--- src/rtl/mpr_pkg.sv ---
package mpr_pkg;
    localparam int DATA_W = 8;
    localparam int STAT_W = 4;
    localparam int CTRL_W = 3;

    localparam logic [1:0] ADDR_CTRL = 2'd0;
    localparam logic [1:0] ADDR_STAT = 2'd1;
    localparam logic [1:0] ADDR_DATA = 2'd2;

    typedef enum logic [2:0] {
        ST_IDLE,
        ST_START,
        ST_DATA,
        ST_FLAG,
        ST_STOP
    } rx_state_e;

    typedef struct packed {
        logic [DATA_W-1:0] data;
        logic              mpb;
        logic              stop_ok;
    } rx_frame_t;

    typedef struct packed {
        logic irq_en;   // bit 2
        logic wake_en;  // bit 1
        logic mp_mode;  // bit 0
    } ctrl_t;

    typedef struct packed {
        logic mp_flag;   // bit 3
        logic overrun;   // bit 2
        logic frame_err; // bit 1
        logic full;      // bit 0
    } stat_t;

    function automatic logic frame_is_gated(ctrl_t c, logic mpb);
        return c.mp_mode & c.wake_en & ~mpb;
    endfunction
endpackage

--- src/rtl/mpr_sync.sv ---
module mpr_sync #(
    parameter int STAGES = 2
) (
    input  logic clk,
    input  logic rst,
    input  logic din,
    output logic dout
);
    logic [STAGES-1:0] chain;

    generate
        if (STAGES == 1) begin : g_one
            always_ff @(posedge clk) begin
                if (rst) chain <= '1;
                else     chain <= din;
            end
        end else begin : g_many
            always_ff @(posedge clk) begin
                if (rst) chain <= '1;
                else     chain <= {chain[STAGES-2:0], din};
            end
        end
    endgenerate

    assign dout = chain[STAGES-1];
endmodule

--- src/rtl/mpr_bit_engine.sv ---
module mpr_bit_engine
    import mpr_pkg::*;
#(
    parameter int OVS = 16
) (
    input  logic      clk,
    input  logic      rst,
    input  logic      tick,
    input  logic      rxd,
    output logic      frm_valid,
    output rx_frame_t frm
);
    localparam int CNT_W = $clog2(OVS);
    localparam int IDX_W = $clog2(DATA_W);
    localparam logic [CNT_W-1:0] HALF_M1 = CNT_W'(OVS / 2 - 1);
    localparam logic [CNT_W-1:0] LAST    = CNT_W'(OVS - 1);
    localparam logic [IDX_W-1:0] IDX_END = IDX_W'(DATA_W - 1);

    rx_state_e         state;
    logic [CNT_W-1:0]  cnt;
    logic [IDX_W-1:0]  idx;
    logic [DATA_W-1:0] shreg;
    logic              mpb_q;

    always_ff @(posedge clk) begin
        if (rst) begin
            state     <= ST_IDLE;
            cnt       <= '0;
            idx       <= '0;
            shreg     <= '0;
            mpb_q     <= 1'b0;
            frm_valid <= 1'b0;
            frm       <= '0;
        end else begin
            frm_valid <= 1'b0;
            if (tick) begin
                unique case (state)
                    ST_IDLE: begin
                        if (!rxd) begin
                            state <= ST_START;
                            cnt   <= '0;
                        end
                    end
                    ST_START: begin
                        if (cnt == HALF_M1) begin
                            cnt   <= '0;
                            idx   <= '0;
                            state <= rxd ? ST_IDLE : ST_DATA;
                        end else begin
                            cnt <= cnt + 1'b1;
                        end
                    end
                    ST_DATA: begin
                        if (cnt == LAST) begin
                            cnt   <= '0;
                            shreg <= {rxd, shreg[DATA_W-1:1]};
                            if (idx == IDX_END) state <= ST_FLAG;
                            else                idx   <= idx + 1'b1;
                        end else begin
                            cnt <= cnt + 1'b1;
                        end
                    end
                    ST_FLAG: begin
                        if (cnt == LAST) begin
                            cnt   <= '0;
                            mpb_q <= rxd;
                            state <= ST_STOP;
                        end else begin
                            cnt <= cnt + 1'b1;
                        end
                    end
                    ST_STOP: begin
                        if (cnt == LAST) begin
                            cnt         <= '0;
                            frm.data    <= shreg;
                            frm.mpb     <= mpb_q;
                            frm.stop_ok <= rxd;
                            frm_valid   <= 1'b1;
                            state       <= ST_IDLE;
                        end else begin
                            cnt <= cnt + 1'b1;
                        end
                    end
                    default: state <= ST_IDLE;
                endcase
            end
        end
    end
endmodule

--- src/rtl/mpr_regfile.sv ---
module mpr_regfile
    import mpr_pkg::*;
(
    input  logic              clk,
    input  logic              rst,
    input  logic              frm_valid,
    input  rx_frame_t         frm,
    input  logic              wr_en,
    input  logic [1:0]        addr,
    input  logic [DATA_W-1:0] wdata,
    output logic [DATA_W-1:0] rdata,
    output logic              irq_rx,
    output logic              irq_err,
    output ctrl_t             ctrl_q,
    output stat_t             stat_q,
    output logic [DATA_W-1:0] data_q
);
    ctrl_t             ctrl_n;
    stat_t             stat_n;
    logic [DATA_W-1:0] data_n;
    logic              gated, accept, wake;
    logic              unused_hi;

    assign unused_hi = ^wdata[DATA_W-1:STAT_W];

    assign gated  = frm_valid & frame_is_gated(ctrl_q, frm.mpb);
    assign accept = frm_valid & ~gated;
    assign wake   = accept & ctrl_q.mp_mode & ctrl_q.wake_en & frm.mpb;

    always_comb begin
        ctrl_n = ctrl_q;
        if (wr_en && addr == ADDR_CTRL) ctrl_n = ctrl_t'(wdata[CTRL_W-1:0]);
        if (wake) ctrl_n.wake_en = 1'b0;
    end

    always_comb begin
        stat_n = stat_q;
        data_n = data_q;
        if (wr_en && addr == ADDR_STAT)
            stat_n = stat_t'(stat_q & wdata[STAT_W-1:0]);
        if (accept) begin
            if (stat_q.full) begin
                stat_n.overrun = 1'b1;
            end else begin
                stat_n.full = 1'b1;
                data_n      = frm.data;
            end
            if (!frm.stop_ok) stat_n.frame_err = 1'b1;
            if (frm.mpb)      stat_n.mp_flag   = 1'b1;
        end
    end

    always_ff @(posedge clk) begin
        if (rst) begin
            ctrl_q <= '0;
            stat_q <= '0;
            data_q <= '0;
        end else begin
            ctrl_q <= ctrl_n;
            stat_q <= stat_n;
            data_q <= data_n;
        end
    end

    always_comb begin
        unique case (addr)
            ADDR_CTRL: rdata = DATA_W'(ctrl_q);
            ADDR_STAT: rdata = DATA_W'(stat_q);
            ADDR_DATA: rdata = data_q;
            default:   rdata = '0;
        endcase
    end

    assign irq_rx  = ctrl_q.irq_en & stat_q.full;
    assign irq_err = ctrl_q.irq_en & (stat_q.frame_err | stat_q.overrun);
endmodule

--- src/rtl/mp_uart_rx.sv ---
module mp_uart_rx
    import mpr_pkg::*;
#(
    parameter int OVS         = 16,
    parameter int SYNC_STAGES = 2
) (
    input  logic              clk,
    input  logic              rst,
    input  logic              baud_tick,
    input  logic              rxd,
    input  logic              wr_en,
    input  logic [1:0]        addr,
    input  logic [DATA_W-1:0] wdata,
    output logic [DATA_W-1:0] rdata,
    output logic              irq_rx,
    output logic              irq_err
);
    logic              rxd_s;
    logic              frm_valid;
    rx_frame_t         frm;
    ctrl_t             ctrl_q;
    stat_t             stat_q;
    logic [DATA_W-1:0] data_q;

    mpr_sync #(.STAGES(SYNC_STAGES)) u_sync (
        .clk(clk), .rst(rst), .din(rxd), .dout(rxd_s)
    );

    mpr_bit_engine #(.OVS(OVS)) u_engine (
        .clk(clk), .rst(rst), .tick(baud_tick), .rxd(rxd_s),
        .frm_valid(frm_valid), .frm(frm)
    );

    mpr_regfile u_regs (
        .clk(clk), .rst(rst), .frm_valid(frm_valid), .frm(frm),
        .wr_en(wr_en), .addr(addr), .wdata(wdata), .rdata(rdata),
        .irq_rx(irq_rx), .irq_err(irq_err),
        .ctrl_q(ctrl_q), .stat_q(stat_q), .data_q(data_q)
    );
endmodule

--- config.mk ---
export PLATFORM = sky130hd
export DESIGN_NAME = mp_uart_rx
export DESIGN_NICKNAME = d
export VERILOG_FILES = /design/src/rtl/mpr_pkg.sv /design/src/rtl/mpr_sync.sv /design/src/rtl/mpr_bit_engine.sv /design/src/rtl/mpr_regfile.sv /design/src/rtl/mp_uart_rx.sv
export SDC_FILE = /design/constraint.sdc
export NUM_CORES = 1
export LEC_CHECK = 0
export BUFFER_PORTS_ARGS = -buffer_cell sky130_fd_sc_hd__buf_2
export CAP_MARGIN = 10
export CORE_MARGIN = 1
export CORE_UTILIZATION = 35
export CTS_CLUSTER_DIAMETER = 100
export CTS_CLUSTER_SIZE = 25
export DETAILED_ROUTE_END_ITERATION = 6
export GPL_ROUTABILITY_DRIVEN = 0
export PLACE_DENSITY = 0.59
export SKIP_LAST_GASP = 1
export SLEW_MARGIN = 20
export SYNTH_ARGS = -nofsm -noshare
export SYNTH_HDL_FRONTEND = slang
export SYNTH_HIERARCHICAL = 1
export SYNTH_SLANG_ARGS = --single-unit
--- constraint.sdc ---
create_clock -name clk -period 1.9 [get_ports clk]
set_input_delay 0.095 -clock clk [delete_from_list [all_inputs] [get_ports clk]]
set_output_delay 0.095 -clock clk [all_outputs]
set_load 0.01 [all_outputs]
==> Yosys cells after proc, flatten, opt, wreduce, memory -nomap -nowiden <==
Cells that the tools add are included.
{ "word_totals": {"ff_bits": 47, "out_inout_bits": 10, "wordCells": 92} }
{ "op_classes": {"add_sub_neg": 2, "n_eq_ne": 16, "n_mux": 24, "bitwise": 16, "n_reduce_logical": 16} }
{ "op_table": {"columns": ["cell", "count"], "rows": [
  ["$mux 3", 9],
  ["$pmux 8 s3", 1],
  ["$mux 4", 5],
  ["$pmux 3 s5", 1],
  ["$pmux 4 s3", 1],
  ["$reduce_and 3->1", 4],
  ["$ne 2x1->1 const B", 5],
  ["$and 1x1->1", 9],
  ["$reduce_and 7->1", 1],
  ["$eq 3x2->1 const B", 2],
  ["$eq 3x3->1 const B", 2],
  ["$pmux 3 s2", 1],
  ["$reduce_or 3->1", 2],
  ["$mux 1", 5],
  ["$not 1->1", 5],
  ["$reduce_and 5->1", 1],
  ["$add 4x1->4 const B", 1],
  ["$and 4x4->4", 1],
  ["$eq 4x3->1 const B", 1],
  ["$eq 4x4->1 const B", 1],
  ["$ne 2x2->1 const B", 2],
  ["$add 3x1->3 const B", 1],
  ["$eq 3x1->1 const B", 1],
  ["$logic_not 3->1", 1],
  ["10 further kinds", 11]
]} }

==> Depth between registers and ports, before layout <==
Gate-level depths: netlist (run 1).
{ "depth": {"word_depth": 9, "ltp_mapped": 7} }

==> Hierarchy <==
Netlist (run 1), hierarchy kept.
{ "by_module_without_submodules": {"columns": ["mod", "instances", "cells_per_inst", "area_per_inst_um2", "seq_area_each_um2"], "rows": [
  ["mpr_bit_engine", 1, 142, 1315.0, 600.6],
  ["mpr_regfile", 1, 85, 758.2, 300.3],
  ["mpr_sync", 1, 4, 52.6, 40.0]
]} }

==> Least setup slack after synthesis (run 1) <==
Ideal clock, no wire load.
{ "synth_path": {"path_type": "reg2reg", "startpoint": "register u_engine.cnt[0]", "endpoint": "register u_engine/frm[1] (netlist name)", "setup_time_ps": 128, "t_arrival_ps": 1597, "setup_slack_ps": 176, "stages_incl_launch_ff": 7, "n_path_buf": 1, "cell_sequence": "dfxtp_1 -> ha_1 -> nand4_2 -> or4b_4 -> buf_6 -> mux2i_1 -> nor2_1"} }
{ "synth_between": {"elab_chain_len": 2} }
{ "synth_lines": {"columns": ["element", "line_no", "rtl"], "rows": [
  ["from (decl)", "mpr_bit_engine.sv:20", "logic [CNT_W-1:0] cnt;"],
  ["from (signal assigned)", "mpr_bit_engine.sv:50", "cnt <= cnt + 1'b1;"],
  ["from (signal assigned)", "mpr_bit_engine.sv:60", "cnt <= cnt + 1'b1;"],
  ["from (signal assigned)", "mpr_bit_engine.sv:69", "cnt <= cnt + 1'b1;"],
  ["$eq 4x4->1", "mpr_bit_engine.sv:73", "if (cnt == LAST) begin"],
  ["$reduce_and 3->1 (no source line)", null, null]
]} }
No other way between the ends.
A chain may end at the register's enable or synchronous reset.

==> Final worst setup path (run 1) <==
{ "layout_path": {"startpoint": "register u_engine.idx[0]", "endpoint": "register u_engine.idx[0]"} }
{ "layout_between": {"elab_chain_len": 4, "word_cells_on_any_way": 7, "cone_classes": "1 x add/sub; 2 x eq/ne; 3 x mux; 1 x reduce/logical"} }
{ "layout_lines": {"columns": ["element", "line_no", "rtl"], "rows": [
  ["from (decl)", "mpr_bit_engine.sv:21", "logic [IDX_W-1:0] idx;"],
  ["from (signal assigned)", "mpr_bit_engine.sv:58", "else idx <= idx + 1'b1;"],
  ["$add 3x1->3", "mpr_bit_engine.sv:58", null],
  ["$mux 3", "mpr_bit_engine.sv:57", "if (idx == IDX_END) state <= ST_FLAG;"],
  ["$mux 3", "mpr_bit_engine.sv:54", "if (cnt == LAST) begin"],
  ["$pmux 3 s2", "mpr_bit_engine.sv:37", "unique case (state)"]
]} }
Several ways; a longest one is shown, not always the timed one. The select of a mux whose other input is x is not followed.

==> flow_results.xml, run 1 <==
<?xml version="1.0" encoding="UTF-8"?>
<metrics>
  <group name="route">
    <metric name="drt_pass_1_iters" unit="">4</metric>
    <metric name="drt_iter0_drc" unit="">61</metric>
    <metric name="ant_nets" unit="">0</metric>
    <metric name="wl" unit="mm">3.83</metric>
    <metric name="remaining_design_rule_violation_count" unit="">0</metric>
    <metric name="vias_per_cell" unit="">5.02</metric>
    <metric name="post_drt_wl_per_cell" unit="um">11.6</metric>
    <metric name="detailroute.via_count" unit="">1650</metric>
  </group>
  <group name="flow_run">
    <metric name="maxCapViolCount" unit="">0</metric>
  </group>
  <group name="clocking">
    <metric name="clkSinkCount" unit="">47</metric>
    <metric name="cts_max_path_buffers" unit="">2</metric>
    <metric name="cts.root.buffer_cell" unit="">clkbuf_8</metric>
    <metric name="clk_transition_reported_paths" unit="ps">80</metric>
    <metric name="cts.htree.levels" unit="">2</metric>
    <metric name="clock_latency_on_the_worst_skew_pair" unit="ps">290</metric>
    <metric name="tritoncts" unit="">yes</metric>
    <metric name="cts_buffers" unit="">5</metric>
  </group>
  <group name="logic_synthesis">
    <metric name="synth_area" unit="um^2">2130</metric>
    <metric name="yosys_warnings" unit="">6</metric>
    <metric name="ys_ff_latch" unit="">47</metric>
    <metric name="synth_enable_flop_cells" unit="">0</metric>
    <metric name="ys_async_sr_fraction" unit="%">0</metric>
    <metric name="number_of_nets_produced_by_synthesis" unit="">249</metric>
    <metric name="synth.yosys.seq_area_share" unit="%">44.3</metric>
    <metric name="netlist_instances" unit="">231</metric>
    <metric name="post_synth.cell_area_avg" unit="um^2">9.20</metric>
    <metric name="synth_top_flop_cell" unit="">dfxtp_1</metric>
    <metric name="synth_cell_types" unit="">40</metric>
  </group>
  <group name="floorplanning">
    <metric name="die_h" unit="um">79.9</metric>
    <metric name="fp.dieArea" unit="um^2">6390</metric>
    <metric name="initial_core_util" unit="%">36.1</metric>
    <metric name="core.rowCount" unit="">28</metric>
    <metric name="num_io_pins" unit="">25</metric>
    <metric name="die-width" unit="um">79.9</metric>
    <metric name="floorplan.core_area" unit="um^2">5890</metric>
  </group>
  <group name="placed_design">
    <metric name="post-dp-hpwl" unit="mm">2.58</metric>
    <metric name="place_area" unit="um^2">2310</metric>
    <metric name="buffer_ports.inserted" unit="">20</metric>
    <metric name="dp_worst_setup_slack" unit="ps">125</metric>
  </group>
  <group name="power">
    <metric name="swShare" unit="%">20.5</metric>
    <metric name="ir_drop" unit="mV">0.314</metric>
    <metric name="p_int" unit="mW">1.40</metric>
    <metric name="sequential_fraction_of_design_power" unit="%">56.4</metric>
    <metric name="netSwitchingPower" unit="mW">0.362</metric>
    <metric name="leakagePower" unit="nW">0.933</metric>
    <metric name="power.clock.fraction" unit="%">39.6</metric>
    <metric name="share_comb_of_total_power" unit="%">4.0</metric>
    <metric name="power_density" unit="nW/um^2">729</metric>
  </group>
  <group name="critical_path">
    <metric name="highest_net_fanout_along_the_worst_path" unit="">6</metric>
    <metric name="timing_worst_setup_path_type" unit="">flop to flop</metric>
    <metric name="endpoint_kind" unit="">flop</metric>
    <metric name="start_kind" unit="">flop</metric>
    <metric name="cp.required" unit="ps">2130</metric>
    <metric name="crit_arrival" unit="ps">2030</metric>
    <metric name="worst-r2r-setup-slack" unit="ps">90</metric>
  </group>
  <group name="layout">
    <metric name="post_route_cells_drive_above_1_share" unit="%">18.9</metric>
    <metric name="postLayoutCoreUtil" unit="%">41.1</metric>
    <metric name="post-route-cell-area" unit="um^2">2420</metric>
    <metric name="area_growth_synth_to_finish" unit="%">13.9</metric>
    <metric name="final_net_count" unit="">272</metric>
    <metric name="antenna-diode-count" unit="">0</metric>
  </group>
  <group name="timing">
    <metric name="rsz0062_at_grt" unit="">false</metric>
    <metric name="final_hold_viol_count" unit="">0</metric>
    <metric name="drv_slew" unit="">0</metric>
    <metric name="worst-slew-pin-transition" unit="ps">556</metric>
    <metric name="clock-skew-final" unit="ps">3.03</metric>
    <metric name="fin_ws" unit="ps">94.8</metric>
    <metric name="finalWorstPathRequiredPeriod" unit="ps">1810</metric>
    <metric name="tns" unit="ps">0</metric>
    <metric name="setup-violations-final" unit="">0</metric>
    <metric name="finalHoldWorstSlack" unit="ps">56.3</metric>
    <metric name="layout_worst_path_cycle_share" unit="%">95.0</metric>
    <metric name="max-slew-margin-rel" unit="%">62.6</metric>
    <metric name="highest_achievable_clock_rate" unit="MHz">554</metric>
  </group>
  <group name="global_route">
    <metric name="grt_max_degree" unit="">48</metric>
    <metric name="antenna_found_initial" unit="">0</metric>
    <metric name="grt_pass1_wl" unit="mm">6.36</metric>
    <metric name="grt_pass1_vias" unit="">1410</metric>
    <metric name="globalRoute.totalOverflow" unit="">0</metric>
    <metric name="groute.usage.overall" unit="%">12.9</metric>
  </group>
  <group name="min_path">
    <metric name="min_path_type" unit="">input port to flop</metric>
  </group>
  <group name="status">
    <metric name="outcome" unit="">finished, final reports clean</metric>
  </group>
</metrics>
## per-stage QoR
| stage | std cells | power (mW) |
|---|---|---|
| floorplan | 231 | 1.06 |
| global placement | 321 | 1.09 |
| detailed placement | 321 | 1.09 |
| CTS | 329 | 1.80 |
| global route | 329 | 1.85 |
| finish | 329 | 1.77 |
## logic make-up after synthesis
group | after synthesis | share of synthesized area (%)
and+or+nand+nor | 88 | 23.5
AOI/OAI and AO/OA | 50 | 13.7
DFF | 47 | 44.3
muxes | 27 | 12.7
buffers and inverters | 14 | 3.30
adders and majority gates | 3 | 1.77
xor gates and xnor gates | 2 | 0.824
## registers in the layout (all words and copies together) (netlist names)
| register | flops |
|---|---|
| u_engine/frm_valid | 1 |
| u_engine/cnt | 4 |
| u_regs/stat_q | 4 |
| u_regs/ctrl_q | 3 |
| u_engine/mpb_q | 1 |
| u_engine/idx | 3 |
| u_regs/data_q | 8 |
| u_engine/shreg | 8 |
| u_engine/state | 3 |
| u_sync/chain | 2 |
| u_engine/frm | 10 |
## routing by layer
metal	up-vias	GRT usage (%)	routed length, um
met1	749	15.5	1840
met5	-	0	0
met4	0	6.43	75
met2	35	20.9	1740
li1	860	-	-
met3	6	3.77	174
## Yosys cell counts (all sizes together), types with 2 or more instances
| master | n | area (um^2) |
|---|---|---|
| a21oi | 20 | 100 |
| o21ai | 19 | 95.1 |
| ha | 3 | 37.5 |
| xnor2 | 2 | 17.5 |
| nand2b | 2 | 20.0 |
| nand2 | 13 | 48.8 |
| or2 | 2 | 12.5 |
| nand3b | 5 | 37.5 |
| dfxtp | 47 | 941 |
| or3 | 6 | 37.5 |
| buf | 4 | 32.5 |
| o211ai | 2 | 15.0 |
| nand3 | 4 | 20.0 |
| nor3b | 2 | 20.0 |
| nor3 | 3 | 15.0 |
| mux2i | 27 | 270 |
| nor2b | 2 | 12.5 |
| or3b | 8 | 70.1 |
| nor2 | 31 | 119 |
| and2 | 6 | 37.5 |
| inv | 3 | 11.3 |
| clkbuf | 7 | 26.3 |
## critical path: stages, from the launching register on
cell and delay, ps:
dfxtp_1 330, ha_1 200, ha_1 190, nor4bb_1 240, o21ai_0 240, or3_1 410
a21oi_1 140
## power groups by stage
stage	combinational (mW)	sequential, mW	clock, mW
floorplan	0.0439	1.02	0
global placement	0.0699	1.02	0
detailed placement	0.0705	1.02	0
CTS	0.0724	0.996	0.728
global route	0.0789	0.998	0.773
finish	0.0712	0.996	0.699
## layout by cell type (no fill, tap or decap), types with 6 or more instances in the layout
cell and n:
nor2_1 30, or3b_2 6, nand2_1 13, or3_1 6, a21oi_1 20, dfxtp_1 47
and2_1 6, o21ai_0 19, buf_4 6, buf_2 20, mux2i_1 27
## worst paths after layout
kind                                          to            start  cells after the start
worst max register to register   u_engine/idx[0]  u_engine/idx[0]                      6
worst max-delay path             u_engine/idx[0]  u_engine/idx[0]                      6
worst min register to register   u_sync/chain[1]  u_sync/chain[0]                      1
worst min-delay path            u_regs/ctrl_q[2]         wdata[2]                      3
## timing repair
action,in CTS,in global routing
endpoints found under the setup margin,0,1
setup buffers,0,0
hold buffers,1,0
gates resized for setup,0,1
endpoints found under the hold margin,1,0
## area by class of cell
class / count / area, um^2
well taps: 75 / 93.8
repair buffers: 27 / 155
multi-input cells: 170 / 1120
flip-flops and latches: 47 / 941
clock buffers: 6 / 72.6
clock inverters: 1 / 30.0
fillers: 605 / 3460
inverters: 3 / 11.3
No activity file was read; power rests on OpenSTA's default activity.
==> run 2: changes to the inputs <==
--- a/config.mk
+++ b/config.mk
@@ -5,11 +5,12 @@
 export SDC_FILE = /design/constraint.sdc
 export NUM_CORES = 1
 export LEC_CHECK = 0
+export ABC_AREA = 1
 export BUFFER_PORTS_ARGS = -buffer_cell sky130_fd_sc_hd__buf_2
 export CAP_MARGIN = 10
 export CORE_MARGIN = 1
 export CORE_UTILIZATION = 35
-export CTS_CLUSTER_DIAMETER = 100
+export CTS_CLUSTER_DIAMETER = 80
 export CTS_CLUSTER_SIZE = 25
 export DETAILED_ROUTE_END_ITERATION = 6
 export GPL_ROUTABILITY_DRIVEN = 0
==> flow_results.xml, run 2 <==
<?xml version="1.0" encoding="UTF-8"?>
<metrics>
  <group name="status">
    <metric name="outcome" unit="">finished, final reports clean</metric>
  </group>
  <group name="power">
    <metric name="leakagePower" unit="nW">1.18</metric>
    <metric name="share_comb_of_total_power" unit="%">22.8</metric>
    <metric name="ir_drop" unit="mV">0.374</metric>
    <metric name="sequential_fraction_of_design_power" unit="%">47.2</metric>
    <metric name="power.clock.fraction" unit="%">30.0</metric>
    <metric name="power" unit="mW">2.29</metric>
    <metric name="p_int" unit="mW">1.59</metric>
    <metric name="swShare" unit="%">30.5</metric>
    <metric name="netSwitchingPower" unit="mW">0.700</metric>
    <metric name="power_density" unit="nW/um^2">893</metric>
  </group>
  <group name="logic_synthesis">
    <metric name="number_of_nets_produced_by_synthesis" unit="">347</metric>
    <metric name="ys_ff_latch" unit="">47</metric>
    <metric name="synth_area" unit="um^2">2310</metric>
    <metric name="synth_top_flop_cell" unit="">dfxtp_1</metric>
    <metric name="synth_enable_flop_cells" unit="">0</metric>
    <metric name="netlist.top_cell.by_area" unit="">dfxtp_1</metric>
    <metric name="synth.top_cells.by_count" unit="">66 x nor2_1, 56 x nand2_1, 47 x dfxtp_1, 36 x inv_1, 21 x a21oi_1</metric>
    <metric name="netlist_instances" unit="">329</metric>
    <metric name="post-synth-top-area-fraction" unit="%">40.8</metric>
    <metric name="ys_async_sr_fraction" unit="%">0</metric>
    <metric name="synth_cell_types" unit="">26</metric>
    <metric name="yosys-top-cells-area" unit="">dfxtp_1 41%, nor2_1 11%, nand2_1 9.1%</metric>
    <metric name="post_synth.cell_area_avg" unit="um^2">7.01</metric>
    <metric name="synth.yosys.seq_area_share" unit="%">40.8</metric>
    <metric name="post-synth-top-count-cell" unit="">nor2_1</metric>
    <metric name="yosys_warnings" unit="">6</metric>
  </group>
  <group name="timing">
    <metric name="rsz0062_at_grt" unit="">false</metric>
    <metric name="setup-violations-final" unit="">0</metric>
    <metric name="highest_achievable_clock_rate" unit="MHz">665</metric>
    <metric name="worst-slew-pin-transition" unit="ps">361</metric>
    <metric name="finalWorstPathRequiredPeriod" unit="ps">1500</metric>
    <metric name="drv_slew" unit="">0</metric>
    <metric name="layout_worst_path_cycle_share" unit="%">79.2</metric>
    <metric name="final_hold_viol_count" unit="">0</metric>
    <metric name="max-slew-margin-rel" unit="%">75.9</metric>
    <metric name="clock-skew-final" unit="ps">6.51</metric>
    <metric name="tns" unit="ps">0</metric>
  </group>
  <group name="critical_path">
    <metric name="start_kind" unit="">flop</metric>
    <metric name="slowest_stage" unit="">dfxtp_1</metric>
    <metric name="slowest_stage_delay_cp" unit="ps">380</metric>
    <metric name="timing_worst_setup_path_type" unit="">flop to flop</metric>
    <metric name="cp.required" unit="ps">2090</metric>
    <metric name="crit_arrival" unit="ps">1700</metric>
    <metric name="endpoint_kind" unit="">flop</metric>
    <metric name="highest_net_fanout_along_the_worst_path" unit="">10</metric>
    <metric name="cp_cell_sequence" unit="">ha_1 -&gt; nand2_1 -&gt; inv_2 -&gt; nand3_2 -&gt; nor2_4 -&gt; inv_2 -&gt; nor2_1 -&gt; nor2_1</metric>
  </group>
  <group name="global_route">
    <metric name="groute.usage.overall" unit="%">13.7</metric>
    <metric name="grt_pass1_vias" unit="">1803</metric>
    <metric name="grt_pass1_wl" unit="mm">7.90</metric>
    <metric name="antenna_found_initial" unit="">0</metric>
    <metric name="globalRoute.totalOverflow" unit="">0</metric>
    <metric name="grt_max_degree" unit="">21</metric>
  </group>
  <group name="placed_design">
    <metric name="buffer_ports.inserted" unit="">20</metric>
    <metric name="place_area" unit="um^2">2450</metric>
    <metric name="post-dp-hpwl" unit="mm">3.26</metric>
    <metric name="placed_cell_count" unit="">420</metric>
  </group>
  <group name="clocking">
    <metric name="clock_latency_on_the_worst_skew_pair" unit="ps">290</metric>
    <metric name="cts.repair.resized" unit="">0</metric>
    <metric name="cts_max_path_buffers" unit="">2</metric>
    <metric name="tritoncts" unit="">yes</metric>
    <metric name="cts.htree.levels" unit="">2</metric>
    <metric name="hold_bufs_at_cts" unit="">1</metric>
    <metric name="cts.root.buffer_cell" unit="">clkbuf_8</metric>
    <metric name="clkSinkCount" unit="">47</metric>
    <metric name="cts_buffers" unit="">5</metric>
    <metric name="clk_transition_reported_paths" unit="ps">80</metric>
    <metric name="cts_setup_buffers" unit="">0</metric>
  </group>
  <group name="layout">
    <metric name="post_route_cells_drive_above_1_share" unit="%">17.9</metric>
    <metric name="flip_flop_count_of_the_largest_register_all_copies_and_words_added" unit="">10</metric>
    <metric name="multi_input_gate_area_in_the_final_layout" unit="um^2">1130</metric>
    <metric name="antenna-diode-count" unit="">0</metric>
    <metric name="area.sequential" unit="um^2">941</metric>
    <metric name="post-route-cell-area" unit="um^2">2570</metric>
    <metric name="mostFrequentLayoutCell" unit="">nor2_1</metric>
    <metric name="final_net_count" unit="">369</metric>
    <metric name="instances_no_fill" unit="">428</metric>
    <metric name="most-common-layout-cells" unit="">66 x nor2_1, 56 x nand2_1, 47 x dfxtp_1</metric>
    <metric name="reg_top3" unit="">u_engine/frm: 10 flops, u_engine/shreg: 8 flops, u_regs/data_q: 8 flops</metric>
    <metric name="area_growth_synth_to_finish" unit="%">11.2</metric>
    <metric name="layout.filler_cells" unit="">677</metric>
    <metric name="max_flop_register" unit="">u_engine/frm</metric>
  </group>
  <group name="min_path">
    <metric name="min_path_type" unit="">input port to flop</metric>
  </group>
  <group name="route">
    <metric name="post_drt_wl_per_cell" unit="um">10.3</metric>
    <metric name="drt_pass_1_iters" unit="">4</metric>
    <metric name="drt_iter0_drc" unit="">55</metric>
    <metric name="vias_per_cell" unit="">4.62</metric>
    <metric name="wl" unit="mm">4.39</metric>
    <metric name="detailroute.via_count" unit="">1976</metric>
    <metric name="remaining_design_rule_violation_count" unit="">0</metric>
    <metric name="ant_nets" unit="">0</metric>
  </group>
  <group name="floorplanning">
    <metric name="initial_core_util" unit="%">36.3</metric>
    <metric name="fp.dieArea" unit="um^2">6920</metric>
    <metric name="num_io_pins" unit="">25</metric>
    <metric name="floorplan.core_area" unit="um^2">6350</metric>
    <metric name="die_h" unit="um">83.2</metric>
    <metric name="core.rowCount" unit="">29</metric>
    <metric name="die-width" unit="um">83.2</metric>
  </group>
  <group name="flow_run">
    <metric name="maxCapViolCount" unit="">0</metric>
  </group>
</metrics>
run 2: per-layer routing:
metal	share of wire (%)	wire (um)	track usage, %	up-vias
met3	2.9	128	3.28	6
met5	0	0	0	-
met4	1.6	71	5.17	0
met1	50	2210	16.4	869
li1	-	-	-	1078
met2	45	1980	23.8	23
run 2: cell families after synthesis:
logic type	count (synthesis)	share of synthesized area, %
DFF	47	40.8
and+or+nand+nor	180	37.0
AOI/OAI and AO/OA	45	10.0
xor gates and xnor gates	1	0.380
adders and majority gates	3	1.63
buffers and inverters	53	10.1
run 2: final timing paths:
kind,startpoint,endpoint,slack [ps],depth (start not counted)
worst min-delay path,wdata[1],u_regs/ctrl_q[1],60,3
worst min register to register,u_sync/chain[0],u_sync/chain[1],410,2
worst max register to register,u_engine/cnt[0],u_engine/shreg[3],400,8
worst max-delay path,u_engine/cnt[0],u_engine/shreg[3],400,8
run 2: critical path: cells and delay by family (launching register included):
family                     cells  cell delay [ps]
and+or+nand+nor                5              650
DFF                            1              380
buffers and inverters          2              190
adders and majority gates      1              180
run 2: power groups by stage:
stage          clock, mW  combinational [mW]  sequential [mW]
2_1_floorplan          0               0.445             1.08
3_3_place_gp           0               0.510             1.11
3_5_place_dp           0               0.523             1.11
4_1_cts            0.722               0.526             1.08
5_1_grt            0.761               0.592             1.09
6_report           0.687               0.522             1.08
run 2: cell type report:
class	count	area share [%]
inverter	45	6.58
clock buffer	6	2.83
clock inverter	1	1.17
timing repair buffer	23	4.88
multi-input combinational	229	44.1
sequential	47	36.7
tap	77	3.75
run 2: per-stage QoR:
stage	utilization [%]	hold WS, ps	setup WS, ps
floorplan	-	164	610
detailed placement	38.6	272	397
global placement	38.6	275	430
CTS	40.4	51.5	381
finish	40.4	63.8	396
global route	40.4	65.2	190
==> run 3: changes to the inputs <==
--- a/config.mk
+++ b/config.mk
@@ -14,7 +14,7 @@
 export CTS_CLUSTER_SIZE = 25
 export DETAILED_ROUTE_END_ITERATION = 6
 export GPL_ROUTABILITY_DRIVEN = 0
-export PLACE_DENSITY = 0.59
+export PLACE_DENSITY = 0.61
 export SKIP_LAST_GASP = 1
 export SLEW_MARGIN = 20
 export SYNTH_ARGS = -nofsm -noshare
==> constraint.sdc (replaced) <==
create_clock -name clk -period 1.3 [get_ports clk]
set_input_delay 0.065 -clock clk [delete_from_list [all_inputs] [get_ports clk]]
set_output_delay 0.065 -clock clk [all_outputs]
set_load 0.01 [all_outputs]
==> flow_results.xml, run 3 (synthesis gave the netlist of run 2 again) <==
<?xml version="1.0" encoding="UTF-8"?>
<metrics>
  <group name="layout">
    <metric name="multi_input_gate_area_in_the_final_layout" unit="um^2">1260</metric>
    <metric name="post_route_cells_drive_above_1_share" unit="%">27.6</metric>
    <metric name="post-route-cell-area" unit="um^2">2810</metric>
    <metric name="area.sequential" unit="um^2">951</metric>
    <metric name="reg_top3" unit="">u_engine/frm: 10 flops, u_engine/shreg: 8 flops, u_regs/data_q: 8 flops</metric>
    <metric name="mostFrequentLayoutCell" unit="">nor2_1</metric>
    <metric name="layout.filler_cells" unit="">649</metric>
    <metric name="antenna-diode-count" unit="">0</metric>
    <metric name="area_growth_synth_to_finish" unit="%">21.9</metric>
    <metric name="max_flop_register" unit="">u_engine/frm</metric>
    <metric name="final_net_count" unit="">383</metric>
    <metric name="flip_flop_count_of_the_largest_register_all_copies_and_words_added" unit="">10</metric>
    <metric name="most-common-layout-cells" unit="">65 x nor2_1, 51 x nand2_1, 41 x dfxtp_1</metric>
  </group>
  <group name="critical_path">
    <metric name="timing_worst_setup_path_type" unit="">flop to flop</metric>
    <metric name="r2r-end" unit="">u_engine/state[2]</metric>
    <metric name="cp.required" unit="ps">1490</metric>
    <metric name="highest_net_fanout_along_the_worst_path" unit="">4</metric>
    <metric name="rr_worst_depth" unit="">10</metric>
    <metric name="worst-r2r-setup-slack" unit="ps">-10</metric>
    <metric name="start_kind" unit="">flop</metric>
    <metric name="critical_path.reg2reg.startpoint" unit="">u_engine/cnt[1]</metric>
    <metric name="endpoint_kind" unit="">flop</metric>
    <metric name="crit_arrival" unit="ps">1500</metric>
  </group>
  <group name="route">
    <metric name="drt_iter0_drc" unit="">83</metric>
    <metric name="detailroute.via_count" unit="">2091</metric>
    <metric name="ant_nets" unit="">0</metric>
    <metric name="vias_per_cell" unit="">4.72</metric>
    <metric name="drt_pass_1_iters" unit="">4</metric>
    <metric name="post_drt_wl_per_cell" unit="um">10.8</metric>
    <metric name="remaining_design_rule_violation_count" unit="">0</metric>
    <metric name="wl" unit="mm">4.80</metric>
  </group>
  <group name="global_route">
    <metric name="grt_pass1_vias" unit="">1954</metric>
    <metric name="antenna_found_initial" unit="">0</metric>
    <metric name="grt_pass1_wl" unit="mm">8.54</metric>
    <metric name="groute.usage.overall" unit="%">14.7</metric>
    <metric name="grt_max_degree" unit="">25</metric>
    <metric name="globalRoute.totalOverflow" unit="">0</metric>
  </group>
  <group name="flow_run">
    <metric name="maxCapViolCount" unit="">0</metric>
  </group>
  <group name="floorplanning">
    <metric name="core.rowCount" unit="">29</metric>
    <metric name="initial_core_util" unit="%">36.3</metric>
    <metric name="floorplan.core_area" unit="um^2">6350</metric>
    <metric name="die-width" unit="um">83.2</metric>
    <metric name="num_io_pins" unit="">25</metric>
    <metric name="fp.dieArea" unit="um^2">6920</metric>
    <metric name="die_h" unit="um">83.2</metric>
  </group>
  <group name="timing">
    <metric name="worst-slew-pin-transition" unit="ps">685</metric>
    <metric name="drv_slew" unit="">0</metric>
    <metric name="finalWorstPathRequiredPeriod" unit="ps">1310</metric>
    <metric name="fin_ws" unit="ps">-12.9</metric>
    <metric name="clock-skew-final" unit="ps">9.72</metric>
    <metric name="final_hold_viol_count" unit="">0</metric>
    <metric name="highest_achievable_clock_rate" unit="MHz">762</metric>
    <metric name="max-slew-margin-rel" unit="%">54.3</metric>
    <metric name="layout_worst_path_cycle_share" unit="%">101</metric>
    <metric name="rsz0062_at_grt" unit="">true</metric>
    <metric name="setup-violations-final" unit="">2</metric>
  </group>
  <group name="power">
    <metric name="leakagePower" unit="nW">1.30</metric>
    <metric name="share_comb_of_total_power" unit="%">30.2</metric>
    <metric name="ir_drop" unit="mV">0.430</metric>
    <metric name="p_int" unit="mW">2.31</metric>
    <metric name="swShare" unit="%">34.5</metric>
    <metric name="power.clock.fraction" unit="%">24.6</metric>
    <metric name="power_density" unit="nW/um^2">1250</metric>
    <metric name="sequential_fraction_of_design_power" unit="%">45.2</metric>
    <metric name="netSwitchingPower" unit="mW">1.21</metric>
  </group>
  <group name="min_path">
    <metric name="min_path_type" unit="">input port to flop</metric>
    <metric name="holdPathStages" unit="">3</metric>
    <metric name="timing.hold.worst_endpoint" unit="">u_regs/ctrl_q[1]</metric>
    <metric name="hp-start" unit="">wdata[1]</metric>
  </group>
  <group name="clocking">
    <metric name="cts.root.buffer_cell" unit="">clkbuf_8</metric>
    <metric name="cts_buffers" unit="">5</metric>
    <metric name="cts.htree.levels" unit="">2</metric>
    <metric name="clock_latency_on_the_worst_skew_pair" unit="ps">300</metric>
    <metric name="cts_max_path_buffers" unit="">2</metric>
    <metric name="tritoncts" unit="">yes</metric>
    <metric name="clk_transition_reported_paths" unit="ps">90</metric>
    <metric name="clkSinkCount" unit="">47</metric>
  </group>
  <group name="placed_design">
    <metric name="dp_worst_setup_slack" unit="ps">-101</metric>
    <metric name="buffer_ports.inserted" unit="">20</metric>
    <metric name="place_area" unit="um^2">2520</metric>
    <metric name="post-dp-hpwl" unit="mm">3.39</metric>
  </group>
  <group name="status">
    <metric name="outcome" unit="">finished, violations left</metric>
    <metric name="violations" unit="">setup timing</metric>
  </group>
</metrics>
## run 3: through the flow
stage	std cells	utilization [%]	hold WS (ps)	total power [mW]	TNS, ps
floorplan	329	-	134	2.23	0
global placement	429	39.7	247	2.41	-887
detailed placement	429	39.7	249	2.42	-1570
CTS	439	42.3	12.5	3.35	-98.9
global route	443	44.3	33.1	3.73	-2200
finish	443	44.3	22.3	3.52	-22.7
## run 3: worst max path at each step
stage / start / endpoint / depth (start not counted)
global route: u_engine/cnt[1] / u_engine/frm[1] / 8
finish: u_engine/cnt[1] / u_engine/state[2] / 10
global placement: u_engine/cnt[0] / u_engine/shreg[3] / 8
floorplan: u_engine/cnt[0] / u_engine/state[2] / 10
detailed placement: u_engine/cnt[1] / u_engine/state[2] / 10
CTS: u_engine/cnt[0] / u_engine/state[2] / 10
## run 3: critical path, stage by stage (launching register included)
cell and delay [ps]:
dfxtp_2 360, ha_4 150, nand2_4 70, inv_4 90, nand2_4 60, nand2_4 100, nand2_4 70, nor2_4 140
nand2_2 70, nand2_2 60, nor2_2 40
## run 3: layer usage
layer	track usage, %	wire length [um]
met1	18.4	2320
met2	25.1	2280
met3	2.68	125
met4	5.17	77
met5	0	0
## run 3: cell type report
type / instances / share of cell area [%]
sequential: 47 / 33.8
multi-input combinational: 229 / 44.8
tap: 77 / 3.43
timing repair buffer: 37 / 8.72
clock inverter: 3 / 0.667
clock buffer: 5 / 2.45
inverter: 45 / 6.18
## run 3: power by group through the flow
stage / registers, mW / logic (mW) / clock network, mW
detailed placement: 1.60 / 0.819 / 0
floorplan: 1.58 / 0.651 / 0
CTS: 1.58 / 0.864 / 0.907
finish: 1.59 / 1.06 / 0.865
global route: 1.60 / 1.18 / 0.953
global placement: 1.60 / 0.813 / 0
## run 3: repair_timing
action / in CTS / in global routing
hold buffers: 1 / 0
pin swaps: 9 / 12
buffers inserted: 1 / 4
endpoints found under the hold margin: 1 / 0
resized for setup: 19 / 23
setup endpoints to repair: 24 / 28
